File: config.mk
export PLATFORM = sky130hd
export DESIGN_NAME = dma_csr_lite
export DESIGN_NICKNAME = d
export VERILOG_FILES = /design/src/rtl/dma_csr_lite.sv
export SDC_FILE = /design/constraint.sdc
export NUM_CORES = 1
export LEC_CHECK = 0
export CAP_MARGIN = 25
export CORE_ASPECT_RATIO = 0.5
export CORE_MARGIN = 2
export CORE_UTILIZATION = 60
export DETAILED_ROUTE_END_ITERATION = 6
export DONT_BUFFER_PORTS = 1
export PLACE_DENSITY = 0.88
export SYNTH_ARGS = -nofsm -noshare
export SYNTH_HDL_FRONTEND = slang
export SYNTH_SLANG_ARGS = --single-unit
File: constraint.sdc
create_clock -name clk -period 2.9 [get_ports clk]
set_clock_uncertainty 0.05 [all_clocks]
set_input_delay 0.145 -clock clk [delete_from_list [all_inputs] [get_ports clk]]
set_output_delay 0.145 -clock clk [all_outputs]
set_load 0.02 [all_outputs]
File: src/rtl/dma_csr_lite.sv
module dma_csr_lite #(
  parameter int ADDR_W = 7,
  parameter int PTR_W  = 32,
  parameter int LEN_W  = 26
) (
  input  logic              clk,
  input  logic              rst_n,
  input  logic [ADDR_W-1:0] s_awaddr,
  input  logic              s_awvalid,
  output logic              s_awready,
  input  logic [31:0]       s_wdata,
  input  logic [3:0]        s_wstrb,
  input  logic              s_wvalid,
  output logic              s_wready,
  output logic [1:0]        s_bresp,
  output logic              s_bvalid,
  input  logic              s_bready,
  input  logic [ADDR_W-1:0] s_araddr,
  input  logic              s_arvalid,
  output logic              s_arready,
  output logic [31:0]       s_rdata,
  output logic [1:0]        s_rresp,
  output logic              s_rvalid,
  input  logic              s_rready,
  output logic              rch_start,
  output logic [PTR_W-1:0]  rch_addr,
  output logic [LEN_W-1:0]  rch_len,
  input  logic              rch_done,
  input  logic [2:0]        rch_err,
  output logic              wch_start,
  output logic [PTR_W-1:0]  wch_addr,
  output logic [LEN_W-1:0]  wch_len,
  input  logic              wch_done,
  input  logic [2:0]        wch_err
);

  localparam int NCH     = 2;
  localparam int BANK1   = 'h30;
  localparam int OFF_CTL = 'h00;
  localparam int OFF_STS = 'h04;
  localparam int OFF_PTR = 'h18;
  localparam int OFF_LEN = 'h28;
  localparam logic [1:0] SEL_CTL = 2'd0;
  localparam logic [1:0] SEL_STS = 2'd1;
  localparam logic [1:0] SEL_PTR = 2'd2;
  localparam logic [1:0] SEL_LEN = 2'd3;
  localparam logic [1:0] RESP_OK  = 2'b00;
  localparam logic [1:0] RESP_DEC = 2'b11;

  // decode result: {hit, channel, select[1:0]}
  function automatic logic [3:0] decode(input logic [ADDR_W-1:0] a);
    logic [ADDR_W-1:0] w, off;
    logic hi;
    w   = {a[ADDR_W-1:2], 2'b00};
    hi  = (w >= ADDR_W'(BANK1));
    off = hi ? w - ADDR_W'(BANK1) : w;
    case (off)
      ADDR_W'(OFF_CTL): return {1'b1, hi, SEL_CTL};
      ADDR_W'(OFF_STS): return {1'b1, hi, SEL_STS};
      ADDR_W'(OFF_PTR): return {1'b1, hi, SEL_PTR};
      ADDR_W'(OFF_LEN): return {1'b1, hi, SEL_LEN};
      default:          return 4'b0000;
    endcase
  endfunction

  function automatic logic [31:0] merge(input logic [31:0] old, input logic [31:0] nw,
                                        input logic [3:0] be);
    logic [31:0] r;
    for (int b = 0; b < 4; b++)
      r[8*b +: 8] = be[b] ? nw[8*b +: 8] : old[8*b +: 8];
    return r;
  endfunction

  logic              aw_got, w_got, bvalid_q, rvalid_q;
  logic [ADDR_W-1:0] aw_q;
  logic [31:0]       w_q, rdata_q;
  logic [3:0]        strb_q;
  logic [1:0]        bresp_q, rresp_q;
  logic [3:0]        wdec, rdec;
  logic              wr_fire;

  logic [NCH-1:0]    run, halted, idle, busy, start, go, wsel, fin, done_in;
  logic [PTR_W-1:0]  ptr [NCH];
  logic [LEN_W-1:0]  len [NCH];
  logic [2:0]        errs [NCH];
  logic [2:0]        err_in [NCH];
  logic [31:0]       ptr_nx [NCH];
  logic [31:0]       len_nx [NCH];
  logic [31:0]       rword;

  assign s_awready = ~aw_got & ~bvalid_q;
  assign s_wready  = ~w_got & ~bvalid_q;
  assign s_bvalid  = bvalid_q;
  assign s_bresp   = bresp_q;
  assign s_arready = ~rvalid_q;
  assign s_rvalid  = rvalid_q;
  assign s_rdata   = rdata_q;
  assign s_rresp   = rresp_q;

  assign wdec    = decode(aw_q);
  assign rdec    = decode(s_araddr);
  assign wr_fire = aw_got & w_got & ~bvalid_q;

  assign done_in   = {wch_done, rch_done};
  assign err_in[0] = rch_err;
  assign err_in[1] = wch_err;

  assign rch_start = start[0];
  assign rch_addr  = ptr[0];
  assign rch_len   = len[0];
  assign wch_start = start[1];
  assign wch_addr  = ptr[1];
  assign wch_len   = len[1];

  always_comb begin
    for (int c = 0; c < NCH; c++) begin
      wsel[c]   = wr_fire & wdec[3] & (wdec[2] == c[0]);
      go[c]     = wsel[c] & (wdec[1:0] == SEL_LEN) & run[c] & ~busy[c];
      fin[c]    = done_in[c] & busy[c];
      ptr_nx[c] = merge(32'(ptr[c]), w_q, strb_q);
      len_nx[c] = merge(32'(len[c]), w_q, strb_q);
    end
  end

  always_comb begin
    rword = '0;
    case (rdec[1:0])
      SEL_CTL: rword = {31'b0, run[rdec[2]]};
      SEL_STS: rword = {25'b0, errs[rdec[2]], 2'b00, idle[rdec[2]], halted[rdec[2]]};
      SEL_PTR: rword = 32'(ptr[rdec[2]]);
      SEL_LEN: rword = 32'(len[rdec[2]]);
      default: rword = '0;
    endcase
    if (!rdec[3]) rword = '0;
  end

  always_ff @(posedge clk or negedge rst_n) begin
    if (!rst_n) begin
      aw_got   <= 1'b0;
      w_got    <= 1'b0;
      aw_q     <= '0;
      w_q      <= '0;
      strb_q   <= '0;
      bvalid_q <= 1'b0;
      bresp_q  <= RESP_OK;
    end else begin
      if (s_awvalid && s_awready) begin
        aw_got <= 1'b1;
        aw_q   <= s_awaddr;
      end
      if (s_wvalid && s_wready) begin
        w_got  <= 1'b1;
        w_q    <= s_wdata;
        strb_q <= s_wstrb;
      end
      if (wr_fire) begin
        aw_got   <= 1'b0;
        w_got    <= 1'b0;
        bvalid_q <= 1'b1;
        bresp_q  <= wdec[3] ? RESP_OK : RESP_DEC;
      end else if (bvalid_q && s_bready) begin
        bvalid_q <= 1'b0;
      end
    end
  end

  always_ff @(posedge clk or negedge rst_n) begin
    if (!rst_n) begin
      rvalid_q <= 1'b0;
      rdata_q  <= '0;
      rresp_q  <= RESP_OK;
    end else if (s_arvalid && s_arready) begin
      rvalid_q <= 1'b1;
      rdata_q  <= rword;
      rresp_q  <= rdec[3] ? RESP_OK : RESP_DEC;
    end else if (rvalid_q && s_rready) begin
      rvalid_q <= 1'b0;
    end
  end

  always_ff @(posedge clk or negedge rst_n) begin
    if (!rst_n) begin
      run    <= '0;
      halted <= '1;
      idle   <= '0;
      busy   <= '0;
      start  <= '0;
      for (int c = 0; c < NCH; c++) begin
        ptr[c]  <= '0;
        len[c]  <= '0;
        errs[c] <= '0;
      end
    end else begin
      for (int c = 0; c < NCH; c++) begin
        start[c] <= go[c];
        if (wsel[c] && wdec[1:0] == SEL_CTL && strb_q[0]) run[c] <= w_q[0];
        if (wsel[c] && wdec[1:0] == SEL_PTR && !busy[c]) ptr[c] <= ptr_nx[c][PTR_W-1:0];
        if (wsel[c] && wdec[1:0] == SEL_LEN && !busy[c]) len[c] <= len_nx[c][LEN_W-1:0];
        if (go[c]) begin
          busy[c] <= 1'b1;
          idle[c] <= 1'b0;
        end else if (fin[c]) begin
          busy[c] <= 1'b0;
          idle[c] <= 1'b1;
          errs[c] <= errs[c] | err_in[c];
        end
        halted[c] <= ~run[c] & ~busy[c];
      end
    end
  end


  bresp_hold_chk: assert property (@(posedge clk) disable iff (!rst_n)
    s_bvalid && !s_bready |=> s_bvalid && $stable(s_bresp));


  bresp_after_both_chk: assert property (@(posedge clk) disable iff (!rst_n)
    $rose(s_bvalid) |-> $past(aw_got) && $past(w_got));

  generate
    for (genvar c = 0; c < NCH; c++) begin : g_chk

      start_pulse_chk: assert property (@(posedge clk) disable iff (!rst_n)
        start[c] |=> !start[c]);

      start_busy_chk: assert property (@(posedge clk) disable iff (!rst_n)
        start[c] |-> busy[c] && !idle[c]);

      ptr_hold_chk: assert property (@(posedge clk) disable iff (!rst_n)
        busy[c] |=> $stable(ptr[c]) && $stable(len[c]));

      busy_not_halted_chk: assert property (@(posedge clk) disable iff (!rst_n)
        busy[c] |-> !halted[c]);

      err_sticky_chk: assert property (@(posedge clk) disable iff (!rst_n)
        errs[c] != 3'b000 |=> (errs[c] | $past(errs[c])) == errs[c]);
    end
  endgenerate

endmodule

## After elaboration in Yosys (flattened, before gate mapping)

Index checks and enable logic that the tools add are counted.

- Add/sub/neg operators: 2
- $lt $le $gt $ge: 4
- Eq/ne operators: 11
- Mux-type cells: 39
- Bitwise gates (word level): 31
- Reduce and logical (&&, ||, !) cells: 47

Operators with widths:

| kind | number |
|---|---|
| $mux W32 | 4 |
| $pmux W32 S4 | 1 |
| $mux W26 | 3 |
| $reduce_and A2 Y1 | 18 |
| $pmux W4 S4 | 2 |
| $mux W1 | 22 |
| $and A1 B1 Y1 | 17 |
| $logic_and A1 B1 Y1 | 17 |
| $eq A7 B3 Y1 const B | 2 |
| $eq A7 B5 Y1 const B | 2 |
| $eq A7 B6 Y1 const B | 2 |
| $ge A7 B6 Y1 const B | 2 |
| $logic_not A7 Y1 | 2 |
| $mux W7 | 2 |
| $sub A7 B6 Y7 const B | 2 |
| $reduce_bool A2 Y1 | 6 |
| $not A1 Y1 | 11 |
| $mux W3 | 3 |
| $eq A2 B2 Y1 const B | 4 |
| $or A3 B3 Y3 | 2 |
| $logic_not A2 Y1 | 2 |
| $mux W2 | 2 |
| $eq A2 B1 Y1 const B | 1 |
| $ge A2 B2 Y1 const B | 1 |
| 3 further kinds | 4 |

- Register bits after elaboration: 215
- Input port bits: 65
- Output and inout port bits: 159
- Logic and storage cells: 170

## Depth between registers and ports, before layout

Gate-level depths: netlist of run 1.

- Word-level depth: 11
- Mapped depth: 9
- Gate-level depth less buffers: 7

## Worst setup path before layout of run 1

Ideal clock, no wire load.

- Kind: register to register
- Start: reg aw_q[4]
- End: reg ptr (netlist bit wch_addr[28])
- Setup time: 0.128 ns
- Data arrival time: 2.484 ns
- Required time: 2.722 ns
- Setup slack: 0.239 ns
- Stages on the path, launching flop included: 8
- Buffers on the path: 0
- Clock period less this slack: 2.661 ns
- Cell sequence: dfrtp_1 ha_1 and2_1 or4b_1 or3_4 nor3_4 nand2_4 mux2_1

- Cells in the longest elaborated chain, start to end: 9
- Elaborated cells between the ends (all ways): 14
- Those cells by class: add/sub: 1; order compare: 1; eq/ne: 4; mux: 2; bitwise: 2; reduce/logical: 4

Ends and longest elaborated chain:

| element | RTL line | source |
|---|---|---|
| start, declared | 75 | `logic [ADDR_W-1:0] aw_q;` |
| start signal, assigned | 149 | `aw_q <= s_awaddr;` |
| $sub A7 B6 Y7 / $ge A7 B6 Y1 (equally long branches) | 56, 55 |  |
| $mux W7 | 56 | `off = hi ? w - ADDR_W'(BANK1) : w;` |
| $eq A7 B6 Y1, or another cell as far along | 57 | `case (off)` |
| $pmux W4 S4 (*) | 57 |  |
| $and A1 B1 Y1 (2 in a row) | 117 | `wsel[c] = wr_fire & wdec[3] & (wdec[2] == c[0]);` |
| $logic_and A1 B1 Y1 (*) (2 in a row) | 197 | `if (wsel[c] && wdec[1:0] == SEL_PTR && !busy[c]) ptr[c] <= ptr_nx[c][PTR_W-1:0];` |
| $reduce_and A2 Y1 (no source line) (*) | -- |  |
| end signal, assigned by index | 197 |  |
| end, declared | 83 | `logic [PTR_W-1:0] ptr [NCH];` |

Every way passes the cells marked *; elsewhere a longest branch is shown, timed or not.
A chain may end at the register's enable or synchronous reset.

## Final worst setup path of run 1

- Start: reg aw_q[4]
- End: reg ptr (netlist bit rch_addr[11])

- Cells in the longest elaborated chain, start to end: 9
- Elaborated cells between the ends (all ways): 15
- Those cells by class: add/sub: 1; order compare: 1; eq/ne: 4; mux: 2; bitwise: 3; reduce/logical: 4

Ends and longest elaborated chain:

| element | RTL line |
|---|---|
| $sub A7 B6 Y7 / $ge A7 B6 Y1 (equally long branches) | 56, 55 |
| $mux W7 | 56 |
| $eq A7 B6 Y1, or another cell as far along | 57 |
| $pmux W4 S4 (*) | 57 |
| $and A1 B1 Y1 / $not A1 Y1 (equally long branches) | 117 |
| $and A1 B1 Y1 | 117 |
| $logic_and A1 B1 Y1 (*) (2 in a row) | 197 |
| $reduce_and A2 Y1 (no source line) (*) | -- |

Marks and branches as above.

==> metrics.md, run 1 <==
| Metric | Value |
|---|---|
| Initial drt markers | around 350 |
| GP Congestion | about 0.92 |
| Cell with the most instances after synthesis | dfrtp_1 |
| Vias in the first global route | 6389 |
| CTS H-tree lvls | 1 |
| Die Wd | between 150 and 200 um |
| Hold Vio Cnt, Final | approximately 210 |
| Post-synth EDFFs | 0 |
| Top cells by area, synth | dfrtp_1 57%, mux2_2 19%, mux2i_1 7.0% |
| Clock transition at path regs | approximately 0.070 ns |
| Core Footprint | between 10000 and 15000 um2 |
| Maxcap violations | 0 |
| Max Freq | roughly 370 MHz |
| Synth top area share | 56.8% |
| Reg2reg setup slack | about 0.18 ns |
| Arr. time, crit path | between 3 and 4 ns |
| CTS root buffer | clkbuf_16 |
| Full die area | roughly 16000 um2 |
| Outcome | complete, but fails checks |
| Hold Path Class | in -> async |
| Total power | ~10 mW |
| Slowest CP cell | or4b_1 |
| Critical path startpoint | aw_q[4]$_DFFE_PN0P_ |
| Critical path launch point type | register |
| Req. time, crit path | around 3.2 ns |
| Routed Wire Length | about 23 mm |
| Worst-path cell chain | ha_1, and2_1, or4b_1, nor2_1, and3_1, nand2_1, mux2_2 |
| Crit path max fanout | 8 |
| Post-synthesis cell type count | between 50 and 60 |
| GR Overflow Total | 0 |
| Worst-Margin Slew | around 0.98 ns |
| Number of buffers created by CTS | 19 |
| Cell taking the most area after synthesis | dfrtp_1 |
| Final nets | about 800 |
| Crit share post-route | about 94% |
| PwrDens | slightly above 900 nW/um2 |
| GRT Resource Usage Total | about 28% |
| Postcts setup bufs | 0 |
| Mapped Cells | ~670 |
| Setup TNS | 0 ns |
| WS Path Type | reg -> reg |
| Maximum vdd drop | approximately 0.0007 V |
| Avg Cell Area, Syn | ~14 um2 |
| Port bufs | 0 |
| Cell Area, Synth | slightly above 9000 um2 |
| Area of placed instances | approximately 9500 um2 |
| Area delta synth->final | 16.6% |
| TritonRoute pass-1 iters | 5 |
| First-pass GRT wire length | ~36 mm |
| Hold-fix buffers, CTS | 57 |
| Post-synth top cells | 209 x dfrtp_1, 156 x mux2_2, 64 x mux2i_1, 27 x clkbuf_1, 26 x nand2_1 |
| Post-DP HPWL | ~15 mm |
| Row count | 31 |
| Residual DRC | 0 |
| ANT nets after route | 0 |
| Sink Count | roughly 210 |
| Min Clock Period, post-route | ~2.7 ns |
| Headroom to the max-slew limit | between 30% and 40% |
| Asr flop ratio synth | 100% |
| Pleak | 4.96 nW |
| Largest stage delay on the critical path | roughly 0.55 ns |
| Vias per cell | about 6.4 |
| Initial antenna violation count | 1 |
| Endpoint type of the worst setup path | register |
| Worst R2R Start | aw_q[4]$_DFFE_PN0P_ |
| Initial core utilization | between 60% and 70% |
| Slew Viols, Final | 0 |
| Most used DFF post-synth | dfrtp_1 |
| I/O pin cnt | 224 |
| Via count | 6024 |
| Clk_lat worst skew | 0.49 ns |
| Setup violations, final | 0 |
| RSZ-0062 raised after global routing | no |
| Failing checks | hold timing |
| Largest net degree at the start of global routing | roughly 210 |
| Flops & latches, synth | about 210 |
| Minimum hold slack | -0.708 ns |
| Post-synthesis sequential area ratio | 57.4% |
| Mapped Nets | between 700 and 800 |
| Final Cell Area | 10700 um2 |
| Share of cells above drive strength 1 | between 30% and 40% |
| DIE HEIGHT | between 90 and 100 um |
| Syn. warnings | 0 |
| DR WL/cell | 24.1 um |
| Clock Tree Buf Depth | 3 |
| CTS tree | built |
-- layout by cell type, fill, tap and decap left out, types with 4 or more instances in the layout --
cell	n
a21o_1	4
a21oi_1	6
a221o_1	4
a22o_1	22
a31o_2	7
and2_1	4
buf_4	16
clkbuf_16	19
clkbuf_8	5
dfrtp_1	209
dlygate4sd3_1	57
inv_1	11
mux2_2	156
mux2i_1	64
nand2_1	23
nand2_4	4
nand2b_1	5
nand3_1	4
nor2_1	13
nor2b_1	5
nor3_1	5
o21ai_0	9
o22ai_1	25
o31ai_1	7
-- cell families (layout without fill, tap and decap cells) --
group,count (synthesis),count (layout),synth area share [%]
XOR/XNOR,2,2,0.190
adder cells (fa/ha/maj),2,2,0.272
buffers and inverters,48,118,2.15
other,0,1,0
AO/OA/AOI/OAI,106,106,8.63
AND/OR/NAND/NOR,83,83,5.04
multiplexers,222,222,26.3
flip-flops,211,211,57.4
-- flip-flops by register name, summed over array words and instances (netlist names), 5 cells and up --
name	flops
aw_q	5
wch_addr	32
errs	6
w_q	32
wch_len	26
rch_len	26
s_rdata	32
rch_addr	32
-- power by group --
part           internal, mW  leakage [nW]  switching, mW
Combinational          1.15          1.81          0.901
Sequential             3.78          2.81           1.50
Clock                  1.59         0.326           1.07
Total                  6.52          4.96           3.48
-- area by class of cell --
class | count | area, um2
diodes | 1 | 2.50
clock buffers | 25 | 548
clock inverters | 6 | 109
fillers | 956 | 4010
inverters | 11 | 41.3
multi-input cells | 415 | 3750
flip-flops and latches | 211 | 5280
well taps | 198 | 248
repair buffers | 76 | 751
-- metrics by stage --
| stage | util, % | std cells | setup WS [ns] |
|---|---|---|---|
| final | 72.8 | 943 | 0.175 |
| after global routing | 72.8 | 943 | 0.0551 |
| after CTS | 72.7 | 942 | 0.0324 |
| after detailed placement | 64.4 | 854 | -0.0646 |
| after global placement | 64.4 | 854 | 0.0369 |
| after floorplan | - | 674 | 0.239 |
-- critical path, delay by kind of cell (launching register included) --
| kind | cells | cell delay, ns |
|---|---|---|
| DFF | 1 | 0.38 |
| and+or+nand+nor | 5 | 1.58 |
| adders and majority gates | 1 | 0.21 |
| muxes | 1 | 0.40 |
-- what timing repair did --
action,4_1_cts,5_1_grt
hold endpoints to repair,266,211
setup endpoints to repair,10,2
resized for setup,2,1
gates cloned,0,0
-- final timing paths --
check / end / depth (start not counted)
max in group asynchronous: halted[1]$_DFF_PN1_ / 0
min: wch_addr[17]$_DFFE_PN0P_ / 0
min reg2reg: halted[1]$_DFF_PN1_ / 1
min in group clk: s_rdata[0]$_DFFE_PN0P_ / 3
max reg2reg: rch_addr[11]$_DFFE_PN0P_ / 7
max: rch_addr[11]$_DFFE_PN0P_ / 7
-- per-layer routing --
metal  track usage, %  share of wire, %  vias up
met4             8.40               2.1        0
met3             6.66               7.0       35
met5                0                 0        -
li1                 -                 -     2619
met2             48.1                51      211
met1             36.5                40     3159
No activity file was read; power rests on OpenSTA's default activity.
==> run 2: changes to the inputs <==
--- a/config.mk
+++ b/config.mk
@@ -9,6 +9,7 @@
 export CORE_ASPECT_RATIO = 0.5
 export CORE_MARGIN = 2
 export CORE_UTILIZATION = 60
+export CTS_BUF_LIST = sky130_fd_sc_hd__clkbuf_8
 export DETAILED_ROUTE_END_ITERATION = 6
 export DONT_BUFFER_PORTS = 1
 export PLACE_DENSITY = 0.88
==> run 2 against run 1 <==
The run still ends with hold timing left; fmax fell by 0.44%; die area did not move; cell area fell by 0.44%; register-to-register slack barely moved; non-clock buffer count rose by 5; hold slack got worse by 0.065 ns; flip-flop and latch count did not move; sequential power barely moved; global-route usage rose by 0.17 points; largest power group unchanged.
==> metrics.md, run 2 (synthesis results as in run 1) <==
| Metric | Value |
|---|---|
| Worst-Margin Slew | 1.01 ns (+0.0380 ns) |
| Number of buffers created by CTS | 29 (+10) |
| Minimum hold slack | -0.773 ns (-0.0651 ns) |
| Area of placed instances | 9490 um2 (unchanged) |
| TritonRoute pass-1 iters | 4 (-1) |
| Setup violations, final | 0 (unchanged) |
| Vias in the first global route | 6581 (+3.0%) |
| Final Cell Area | 10700 um2 (-0.44%) |
| Hold Path Class | in -> async |
| Max Freq | 365 MHz (-0.44%) |
| Critical path startpoint | aw_q[4]$_DFFE_PN0P_ |
| Via count | 6100 (+1.3%) |
| Crit path max fanout | 8 (unchanged) |
| Crit share post-route | 94.4% (+0.41 points) |
| Clock Tree Buf Depth | 3 (unchanged) |
| PwrDens | 893 nW/um2 (-4.1%) |
| Largest net degree at the start of global routing | 212 (unchanged) |
| WS Path Type | reg -> reg |
| Routed Wire Length | 22.9 mm (+0.69%) |
| Share of cells above drive strength 1 | 31.3% (+0.34 points) |
| P_int | 6.04 mW (-7.4%) |
| Sink Count | 211 (unchanged) |
| GRT Resource Usage Total | 28.6% (+0.17 points) |
| Min Clock Period, post-route | 2.74 ns (+0.0119 ns) |
| Critical path launch point type | register |
| Hold Vio Cnt, Final | 211 (unchanged) |
| CTS H-tree lvls | 1 (unchanged) |
| Headroom to the max-slew limit | 32.4% (-2.5 points) |
| Pleak | 4.98 nW (+0.59%) |
| Clock share of power | 23.1% (-3.6 points) |
| Largest stage delay on the critical path | 0.55 ns (about the same) |
| CTS tree | built |
| Arr. time, crit path | 3.13 ns (+0.08 ns) |
| Vias per cell | 6.30 (-1.5%) |
| RSZ-0062 raised after global routing | no |
| Area delta synth->final | 16.1% |
| Reg2reg setup slack | 0.16 ns (about the same) |
| Core Footprint | 14700 um2 (unchanged) |
| Post-DP HPWL | 14.9 mm (unchanged) |
| First-pass GRT wire length | 36.0 mm (+0.87%) |
| ANT nets after route | 0 (unchanged) |
| Crit path buf inv count | 0 (unchanged) |
| Ant diodes | 0 (-1) |
| Worst-path cell chain | ha_1, and2_1, or4b_1, or3_4, nor2_4, nand2_2, mux2_1 |
| Sw Pwr | 3.50 mW (+0.74%) |
| DIE HEIGHT | 91.6 um (unchanged) |
| Req. time, crit path | 3.29 ns (+0.06 ns) |
| Endpoint type of the worst setup path | register |
| Residual DRC | 0 (unchanged) |
| Switching Share | 36.7% (+1.9 points) |
| Final nets | 816 (+1.9%) |
| Initial core utilization | 62.4% (unchanged) |
| Slowest CP cell | or4b_1 |
| DR WL/cell | 23.6 um (-2.0%) |
| Final-layout fill cell count | 969 (+1.4%) |
| Outcome | complete, but fails checks |
| Clk_lat worst skew | 0.55 ns (+0.06 ns) |
| Commonest cells after routing, fill and taps aside | 209 x dfrtp_1, 156 x mux2_2, 64 x mux2i_1 |
| Hold-fix buffers, CTS | 62 (+8.8%) |
| Initial antenna violation count | 0 (-1) |
| GR Overflow Total | 0 (unchanged) |
| Initial drt markers | 267 (-23%) |
| Non-filler cells in the finished layout | 969 (+2.8%) |
| Cells after DPL | 854 (unchanged) |
| CTS root buffer | clkbuf_8 |
| Worst R2R Start | aw_q[4]$_DFFE_PN0P_ |
| Row count | 31 (unchanged) |
| GP Congestion | 0.917 (unchanged) |
| Clock transition at path regs | 0.07 ns (about the same) |
| Most common cell after layout, fill and taps aside | dfrtp_1 |
| Maxcap violations | 0 (unchanged) |
| Failing checks | hold timing |
| Largest delay contributor family on the critical path | simple AND/OR/NAND/NOR gates |
| Total power | 9.54 mW (-4.6%) |
| Slew Viols, Final | 0 (unchanged) |
| Sequential Power Share | 55.3% (+2.5 points) |
| Port bufs | 0 (unchanged) |
| Die Wd | 179 um (unchanged) |
| Gate power share | 21.6% (+1.1 points) |
| I/O pin cnt | 224 (unchanged) |
| Full die area | 16400 um2 (unchanged) |
| Maximum vdd drop | 0.000592 V (-13%) |
==> run 2: final cells by class <==
cell class	instances	area (um2)	share of cell area [%]
sequential	211	5280	49.5
multi-input combinational	415	3750	35.1
timing repair buffer	81	801	7.50
clock buffer	35	482	4.51
tap	198	248	2.32
clock inverter	18	80.1	0.750
inverter	11	41.3	0.387
==> run 2: metal layers <==
layer	share of wire (%)	wire length, um	up-vias	GRT usage (%)
li1	-	-	2649	-
met4	2.9	657	0	10.6
met3	7.5	1720	52	7.08
met5	0	0	-	0
met2	50	11400	227	48.1
met1	40	9110	3172	35.8
==> run 2: repair_timing <==
action,in CTS,in global routing
pin swaps,0,0
gates resized for setup,2,1
hold endpoints to repair,267,211
setup endpoints to repair,15,8
buffers inserted,0,0
==> run 2: final timing paths <==
| kind | endpoint | cells after the start |
|---|---|---|
| min in group clk | strb_q[0]$_DFFE_PN0P_ | 2 |
| max in group asynchronous | halted[1]$_DFF_PN1_ | 0 |
| min reg2reg | halted[1]$_DFF_PN1_ | 1 |
| max reg2reg | wch_len[18]$_DFFE_PN0P_ | 7 |
| min | rch_len[17]$_DFFE_PN0P_ | 0 |
| max | wch_len[18]$_DFFE_PN0P_ | 7 |
==> run 2: power groups by stage <==
| stage | Sequential, mW | Clock (mW) | Combinational, mW |
|---|---|---|---|
| 6_report | 5.28 | 2.20 | 2.06 |
| 5_1_grt | 5.40 | 2.38 | 2.25 |
| 4_1_cts | 5.27 | 2.23 | 2.06 |
| 3_3_place_gp | 5.25 | 0 | 1.84 |
| 2_1_floorplan | 4.97 | 0 | 1.63 |
| 3_5_place_dp | 5.32 | 0 | 1.96 |
==> run 2: through the flow <==
stage | util [%] | hold WS [ns] | TNS (ns) | setup WS, ns
floorplan | - | -0.201 | 0 | 0.239
finish | 72.5 | -0.773 | 0 | 0.163
global route | 72.5 | -0.796 | 0 | 0.0287
detailed placement | 64.4 | -0.198 | -0.141 | -0.0646
CTS | 72.4 | -0.804 | 0 | 0.0468
global placement | 64.4 | -0.197 | 0 | 0.0369
==> run 2: worst reg2reg max path, stage by stage, from the launching register on <==
cell and delay [ns]:
dfrtp_1 0.38, ha_1 0.21, and2_1 0.17, or4b_1 0.55
or3_4 0.43, nor2_4 0.24, nand2_2 0.23, mux2_1 0.37
